<file path="config.mk">
export PLATFORM = sky130hd
export DESIGN_NAME = audio_serial_rx
export DESIGN_NICKNAME = d
export VERILOG_FILES = /design/src/rtl/audio_serial_rx.sv
export SDC_FILE = /design/constraint.sdc
export NUM_CORES = 1
export LEC_CHECK = 0
export BUFFER_PORTS_ARGS = -buffer_cell sky130_fd_sc_hd__buf_2
export CAP_MARGIN = 40
export CORE_MARGIN = 10
export CORE_UTILIZATION = 40
export DETAILED_ROUTE_END_ITERATION = 8
export PLACE_DENSITY = 0.6
export SLEW_MARGIN = 20
export SYNTH_ARGS = -nofsm -noshare
export SYNTH_HDL_FRONTEND = slang
export SYNTH_SLANG_ARGS = --single-unit
</file>
<file path="constraint.sdc">
create_clock -name clk -period 4.54 [get_ports clk]
set_input_delay 0.908 -clock clk [delete_from_list [all_inputs] [get_ports clk]]
set_output_delay 0.908 -clock clk [all_outputs]
set_load 0.02 [all_outputs]
</file>
<file path="src/rtl/audio_serial_rx.sv">
module audio_serial_rx #(
  parameter int CW = 6
) (
  input  logic        clk,
  input  logic        rst_n,
  input  logic        sck_i,
  input  logic        lrck_i,
  input  logic        sdata_i,
  input  logic [2:0]  fmt_i,
  output logic [23:0] left_o,
  output logic [23:0] right_o,
  output logic        valid_o,
  output logic        fmt_err_o
);

  localparam logic [CW-1:0] CNT_MAX = {CW{1'b1}};
  localparam logic [CW-1:0] WORD    = CW'(24);
  localparam logic [2:0]    F_I2S   = 3'b001;

  function automatic logic [23:0] decode(input logic [2:0] f, input logic [23:0] c,
                                         input logic [23:0] s);
    case (f)
      3'b000, 3'b001: return c;
      3'b010:         return {{8{s[15]}}, s[15:0]};
      3'b011:         return s;
      3'b100:         return {{4{s[19]}}, s[19:0]};
      3'b101:         return {{6{s[17]}}, s[17:0]};
      default:        return '0;
    endcase
  endfunction

  logic [2:0]    sck_s;
  logic [1:0]    ws_s, sd_s;
  logic          primed, started, ws_q, have_left;
  logic [CW-1:0] cnt;
  logic [23:0]   cap, sh, left_hold;
  logic [2:0]    fmt_act;

  wire           rise      = sck_s[1] & ~sck_s[2];
  wire           ws        = ws_s[1];
  wire           sd        = sd_s[1];
  wire           trans     = rise && primed && (ws != ws_q);
  wire           half_left = (fmt_act == F_I2S) ? ~ws_q : ws_q;
  wire           done      = trans && started;
  wire           load      = trans && (!started || !half_left);
  wire [2:0]     fmt_nxt   = load ? fmt_i : fmt_act;
  wire [CW-1:0]  k         = (cnt == CNT_MAX) ? cnt : cnt + 1'b1;
  wire [CW-1:0]  off       = (fmt_act == F_I2S) ? CW'(1) : CW'(0);
  wire [CW-1:0]  rel       = k - off;
  wire           wr        = (k >= off) && (rel < WORD);
  wire [4:0]     pos       = 5'd23 - rel[4:0];
  wire [23:0]    dec       = decode(fmt_act, cap, sh);

  assign fmt_err_o = fmt_act[2] & fmt_act[1];

  always_ff @(posedge clk) begin
    if (!rst_n) begin
      sck_s <= '0;
      ws_s  <= '0;
      sd_s  <= '0;
    end else begin
      sck_s <= {sck_s[1:0], sck_i};
      ws_s  <= {ws_s[0], lrck_i};
      sd_s  <= {sd_s[0], sdata_i};
    end
  end

  always_ff @(posedge clk) begin
    if (!rst_n) begin
      primed    <= 1'b0;
      started   <= 1'b0;
      ws_q      <= 1'b0;
      have_left <= 1'b0;
      cnt       <= '0;
      cap       <= '0;
      sh        <= '0;
      left_hold <= '0;
      fmt_act   <= 3'b000;
      left_o    <= '0;
      right_o   <= '0;
      valid_o   <= 1'b0;
    end else begin
      valid_o <= 1'b0;
      if (rise) begin
        primed <= 1'b1;
        ws_q   <= ws;
        sh     <= {sh[22:0], sd};
        if (trans) begin
          started <= 1'b1;
          fmt_act <= fmt_nxt;
          cnt     <= '0;
          cap     <= (fmt_nxt == F_I2S) ? 24'd0 : {sd, 23'd0};
          if (done) begin
            if (half_left) begin
              left_hold <= dec;
              have_left <= 1'b1;
            end else begin
              if (have_left) begin
                left_o  <= left_hold;
                right_o <= dec;
                valid_o <= 1'b1;
              end
              have_left <= 1'b0;
            end
          end
        end else begin
          cnt <= k;
          if (wr) cap[pos] <= sd;
        end
      end
    end
  end

endmodule

</file>
Yosys cells after proc, flatten, opt, wreduce, memory -nomap -nowiden
Index checks and enable logic that the tools add are counted.
{"block": "totals", "wordCells": 71, "mem_count": 0, "ff_bits": 141, "rom_bits": 0, "ram_bits": 0, "latch_bits": 0}
{"block": "op_classes", "order_cmp": 4, "n_eq_ne": 8, "n_shift": 0, "n_addsub": 3, "n_mux": 14, "n_mul": 0, "div": 0, "n_bitwise": 9, "reduce_logical": 18}
{"op": "24-bit one-hot mux with 5 select lines", "n": 1}
{"op": "24-bit two-way mux", "n": 3}
{"op": "24-bit bitwise mux", "n": 1}
{"op": "6-bit two-way mux", "n": 2}
{"op": "1-bit NOT", "n": 7}
{"op": "6-bit by 1-bit adder with 6-bit output (second input constant)", "n": 1}
{"op": "3-bit by 1-bit equality test with 1-bit output (second input constant)", "n": 2}
{"op": "3-bit by 2-bit equality test with 1-bit output (second input constant)", "n": 2}
{"op": "3-bit equality test (second input constant)", "n": 2}
{"op": "6-bit equality test (second input constant)", "n": 1}
{"op": "6-bit by 1-bit >= comparator with 1-bit output", "n": 1}
{"op": "1-bit logical AND", "n": 6}
{"op": "5-bit by 6-bit less-than comparator with 1-bit output (second input constant)", "n": 1}
{"op": "6-bit by 5-bit less-than comparator with 1-bit output (second input constant)", "n": 1}
{"op": "6-bit by 1-bit subtractor with 6-bit output", "n": 1}
{"op": "1-bit demux with 5-bit select", "n": 1}
{"op": "5-bit by 1-bit >= comparator with 1-bit output (second input constant)", "n": 1}
{"op": "1-bit two-way mux", "n": 5}
{"op": "5-bit AND reduction", "n": 1}
{"op": "5-bit OR reduction", "n": 1}
{"op": "5-bit subtractor (first input constant)", "n": 1}
{"op": "2-bit AND reduction", "n": 2}
{"op": "4-bit AND reduction", "n": 1}
{"op": "3-bit zero test", "n": 1}
{"op": "8 further kinds", "n": 10}

Depth between registers and ports, before layout
{"block": "depth", "ltp_word": 11, "ltp_mapped": 14, "depth_no_buf": 12}

Worst setup path before layout
Ideal clock, no wire load.
{"block": "synth_timing", "path_type": "register to register", "from": "register cnt[0]", "to": "register cap[12]", "setup_ns": 0.123, "arrival_time_ns": 3.414, "stages_incl_launch_ff": 15, "period_less_slack_ns": 3.537, "path_buffers": 2, "required_ns": 4.417, "setup_slack_ns": 1.003, "path_cell_list": "dfxtp_1 > ha_1 > clkbuf_1 > nand2_1 > nor2_1 > xor2_1 > ha_1 > ha_1 > clkbuf_1 > nor2b_1 > or4_1 > a311oi_1 > o21ai_0 > o21ai_1 > a21oi_1"}
{"block": "synth_via", "elab_chain_cells": 11, "word_cells_on_any_way": 18, "cone_classes": "add/sub (3); order compare (4); eq/ne (1); mux (6); reduce/logical (4)"}
{"item": "from (decl)", "line_no": "35", "text": "logic [CW-1:0] cnt;"}
{"item": "from (signal assigned)", "line_no": "107", "text": "cnt <= k;"}
{"item": "6-bit by 1-bit adder with 6-bit output or 6-bit equality test (tied branches)", "line_no": "47", "text": "wire [CW-1:0] k = (cnt == CNT_MAX) ? cnt : cnt + 1'b1;"}
{"item": "6-bit two-way mux (*)", "line_no": "47"}
{"item": "6-bit by 1-bit subtractor with 6-bit output", "line_no": "49", "text": "wire [CW-1:0] rel = k - off;"}
{"item": "5-bit subtractor", "line_no": "51", "text": "wire [4:0] pos = 5'd23 - rel[4:0];"}
{"item": "5-bit by 6-bit less-than comparator with 1-bit output (not written as such) or 5-bit by 1-bit >= comparator with 1-bit output (tied branches)", "line_no": "108", "text": "if (wr) cap[pos] <= sd;"}
{"item": "1-bit logical AND (not written as such)", "line_no": "108"}
{"item": "1-bit two-way mux (not written as such)", "line_no": "108"}
{"item": "1-bit demux with 5-bit select", "line_no": "108"}
{"item": "24-bit bitwise mux", "line_no": "108"}
{"item": "24-bit two-way mux", "line_no": "108"}
{"item": "24-bit two-way mux", "line_no": "88", "text": "if (trans) begin"}
{"item": "to (signal assigned)", "line_no": "92", "text": "cap <= (fmt_nxt == F_I2S) ? 24'd0 : {sd, 23'd0};"}
{"item": "to (decl)", "line_no": "36", "text": "logic [23:0] cap, sh, left_hold;"}
Mark *: on every way between the ends. The rest lies on a longest branch, timed or not. The select of a mux whose other input is x is not followed.
A chain may end at the register's enable or synchronous reset.

Worst setup path in the final report
Ends and elaborated chain as after synthesis.

==> metrics.md <==
| Metric | Value |
|---|---|
| Hold Path Sink | ws_s[1]$_SDFF_PN0_ |
| VDD IR max | 0.000266 V |
| Avg Cell Area, Syn | 8.31 um2 |
| Ys Warns | 0 |
| Sequential cell area fraction in the yosys report | between 40% and 50% |
| DPL Wire Length | between 10000 and 15000 um |
| Reg2reg start | cnt[0]$_SDFFE_PN0P_ |
| # DRC | 0 |
| Final instance area | 7040 um2 |
| Post-synth top flop | dfxtp_1 |
| Via count | between 5000 and 6000 |
| GR peak layer | met2 |
| Worst R2R End | cap[12]$_SDFFE_PN0P_ |
| DR vias/cell | ~5.5 |
| Worst-margin pin slew | 0.695 ns |
| DR iter-0 viols | ~320 |
| DRT Wirelength | between 10000 and 15000 um |
| Max Fclk | 256 MHz |
| Power Dens Cells | roughly 380 nW/um2 |
| Min-Delay Path Depth | 1 |
| Met2 GRT Util | 23.1% |
| # clock sinks | 141 |
| Placed Area | 6440 um2 |
| Crit end category | flip-flop |
| Max-cap viol count | 0 |
| Largest net degree at the start of global routing | 67 |
| CP Launch Type | flip-flop |
| Io pins | 58 |
| Setup bufs post-CTS | 0 |
| Placer Congestion | 0.908 |
| Share of cells above drive strength 1 | 16.3% |
| Leakage power | between 2 and 3 nW |
| Skew-Pair Late Insertion Delay | roughly 0.42 ns |
| Status | finished, final reports clean |
| Worst EP arrival | between 4 and 5 ns |
| #FFs+latches synth | 141 |
| ANT nets after route | 0 |
| Commonest non-fill, non-tap cells in the layout | dfxtp_1 (141), nand2_1 (128), nor2_1 (80) |
| Syn Nets | 732 |
| Buffers on Ports | 57 |
| Area grow syn2layout | 17.5% |
| Worst path required time | 4.84 ns |
| Die height | 142 um |
| Commonest non-fill, non-tap cell in the layout | dfxtp_1 |
| Fin Clk Skew | 0.00878 ns |
| Mapped cell area | roughly 6000 um2 |
| Pins Over Slew Limit | 0 |
| Worst Hold Launch | ws_s[0]$_SDFF_PN0_ |
| Die area | around 20000 um2 |
| Hold Path Class | flip-flop to flip-flop |
| Met1 Track Usage GR | 18.7% |
| Syn Inst Count | 721 |
| RSZ-0062 raised after global routing | false |
| Largest fanout on the critical path | 14 |
| Post-CTS Hold Buffers | 0 |
| Fin crit share | 86.2% |
| Die extent in x | 142 um |
| WL/cell | 15.6 um |
| Share of flip-flops with an asynchronous set or reset | 0% |
| Core area | approximately 15000 um2 |
| Clock tree buffer depth | 2 |
| Final net count | 770 |
| Overflow after GRT | 0 |
| Initial antenna violation count | 0 |
| First-pass GRT wire length | 24400 um |
| Final setup violation count | 0 |
| Post-layout minimum cycle time | just under 4 ns |
| R2R cell count | 12 |
| Num rows | 44 |
| Vias in the first global route | 4862 |
| CTS tree | done |
| Starting Density | 41.1% |
| Clock Pin Slew Worst Setup and Hold Paths | about 0.06 ns |
| Met3 Track Usage GR | 4.04% |
| H-tree depth | 4 |
| Max_slew headroom | 53.5% |
| Post-CTS Resized | 0 |
| CP Class | flip-flop to flip-flop |
| Setup TNS Final | 0 ns |
| Worst R2R Setup Slack | approximately 0.63 ns |
| First-pass detailed-route iteration total | 5 |
| Yosys cell types | 55 |
| CTS buffer count | 17 |
| Ant. Diodes | 0 |
| Global-route usage over all layers | 14.6% |
| Post-synth EDFFs | 0 |
| Endpoints failing hold | 0 |
| CTS Root Buffer Type | clkbuf_16 |
## stage by stage
stage	instances	util, %	setup WS [ns]	power [mW]	hold WS (ns)
6_report	956	48.3	0.628	2.70	0.431
5_1_grt	956	48.3	0.220	2.79	0.452
4_1_cts	956	48.3	0.724	2.73	0.436
3_5_place_dp	924	44.2	0.749	1.34	0.421
3_3_place_gp	920	43.7	0.875	1.33	0.415
2_1_floorplan	721	-	1.00	1.32	0.412
## power breakdown
part | switching [mW] | internal [mW] | total, mW
clock | 0.558 | 0.834 | 1.39
sequential | 0.00397 | 1.24 | 1.25
combinational | 0.0454 | 0.0187 | 0.0641
## worst max path at each step
stage / startpoint / depth (start not counted) / to / slack (ns)
after floorplan: cnt[0]$_SDFFE_PN0P_ / 14 / cap[12]$_SDFFE_PN0P_ / 1.00
after global placement: cnt[0]$_SDFFE_PN0P_ / 12 / cap[12]$_SDFFE_PN0P_ / 0.88
after detailed placement: cnt[0]$_SDFFE_PN0P_ / 12 / cap[12]$_SDFFE_PN0P_ / 0.75
after CTS: cnt[0]$_SDFFE_PN0P_ / 12 / cap[12]$_SDFFE_PN0P_ / 0.72
after global routing: cnt[0]$_SDFFE_PN0P_ / 12 / cap[12]$_SDFFE_PN0P_ / 0.22
final: cnt[0]$_SDFFE_PN0P_ / 12 / cap[12]$_SDFFE_PN0P_ / 0.63
## worst max-delay path, stage by stage, from the launching register on
cell and delay [ns]:
dfxtp_1 0.50, ha_1 0.52, nand2_1 0.13, nor2_1 0.34, xor2_1 0.13, ha_1 0.27
ha_1 0.30, nor2b_1 0.18, or4_1 0.56, a311oi_1 0.46, o21ai_0 0.18, o21ai_1 0.15
a21oi_1 0.08
## area by class of cell
class                      count  area (um2)
inverter                       9        33.8
sequential                   141        2820
tap                          184         230
multi-input combinational    518        2920
clock inverter                14         159
fill                        1402        7550
clock buffer                  18         439
timing repair buffer          72         438
## cell usage after synthesis, drive strengths merged (2+ instances only)
master,count,area share [%]
inv,9,0.56
a21oi,78,6.5
and2,9,0.94
buf,16,1.4
o22ai,2,0.21
ha,3,0.63
or3,2,0.25
and3,4,0.46
xnor2,3,0.44
xor2,4,0.58
nor3,12,1.0
nand2b,7,0.73
a221oi,2,0.29
nand2,130,8.3
clkbuf,37,2.3
nand4,25,2.6
nor2,82,5.3
dfxtp,141,47
nor2b,9,0.94
mux2i,32,5.3
a22oi,11,1.4
a31oi,8,0.84
a31o,5,0.73
o21ai,15,1.3
o21a,3,0.50
nand3b,3,0.38
a211oi,40,5.0
nand3,10,0.92
a311oi,2,0.29
## flip-flops by register name (all words and copies together), names as in the netlist, 2 cells and up
register   count
fmt_act        3
ws_s           2
left_hold     24
cnt            6
sh            24
cap           24
sd_s           2
right_o       24
sck_s          3
left_o        24
## cell families (layout without fill, tap and decap cells)
family	Yosys count	after routing	share of synthesized area [%]
simple gates	301	301	22.9
mux	32	32	5.35
compound gates	175	175	18.7
fa+ha+maj	3	3	0.627
xor+xnor	7	7	1.02
buf+inv	62	113	4.30
flops	141	141	47.1
## layer usage
metal  part of all wire [%]  routed length (um)
met5                      0                   0
met4                    1.4                 214
met3                    5.5                 825
met2                     47                7010
met1                     46                6880
Power figures use the tool's default switching activity.
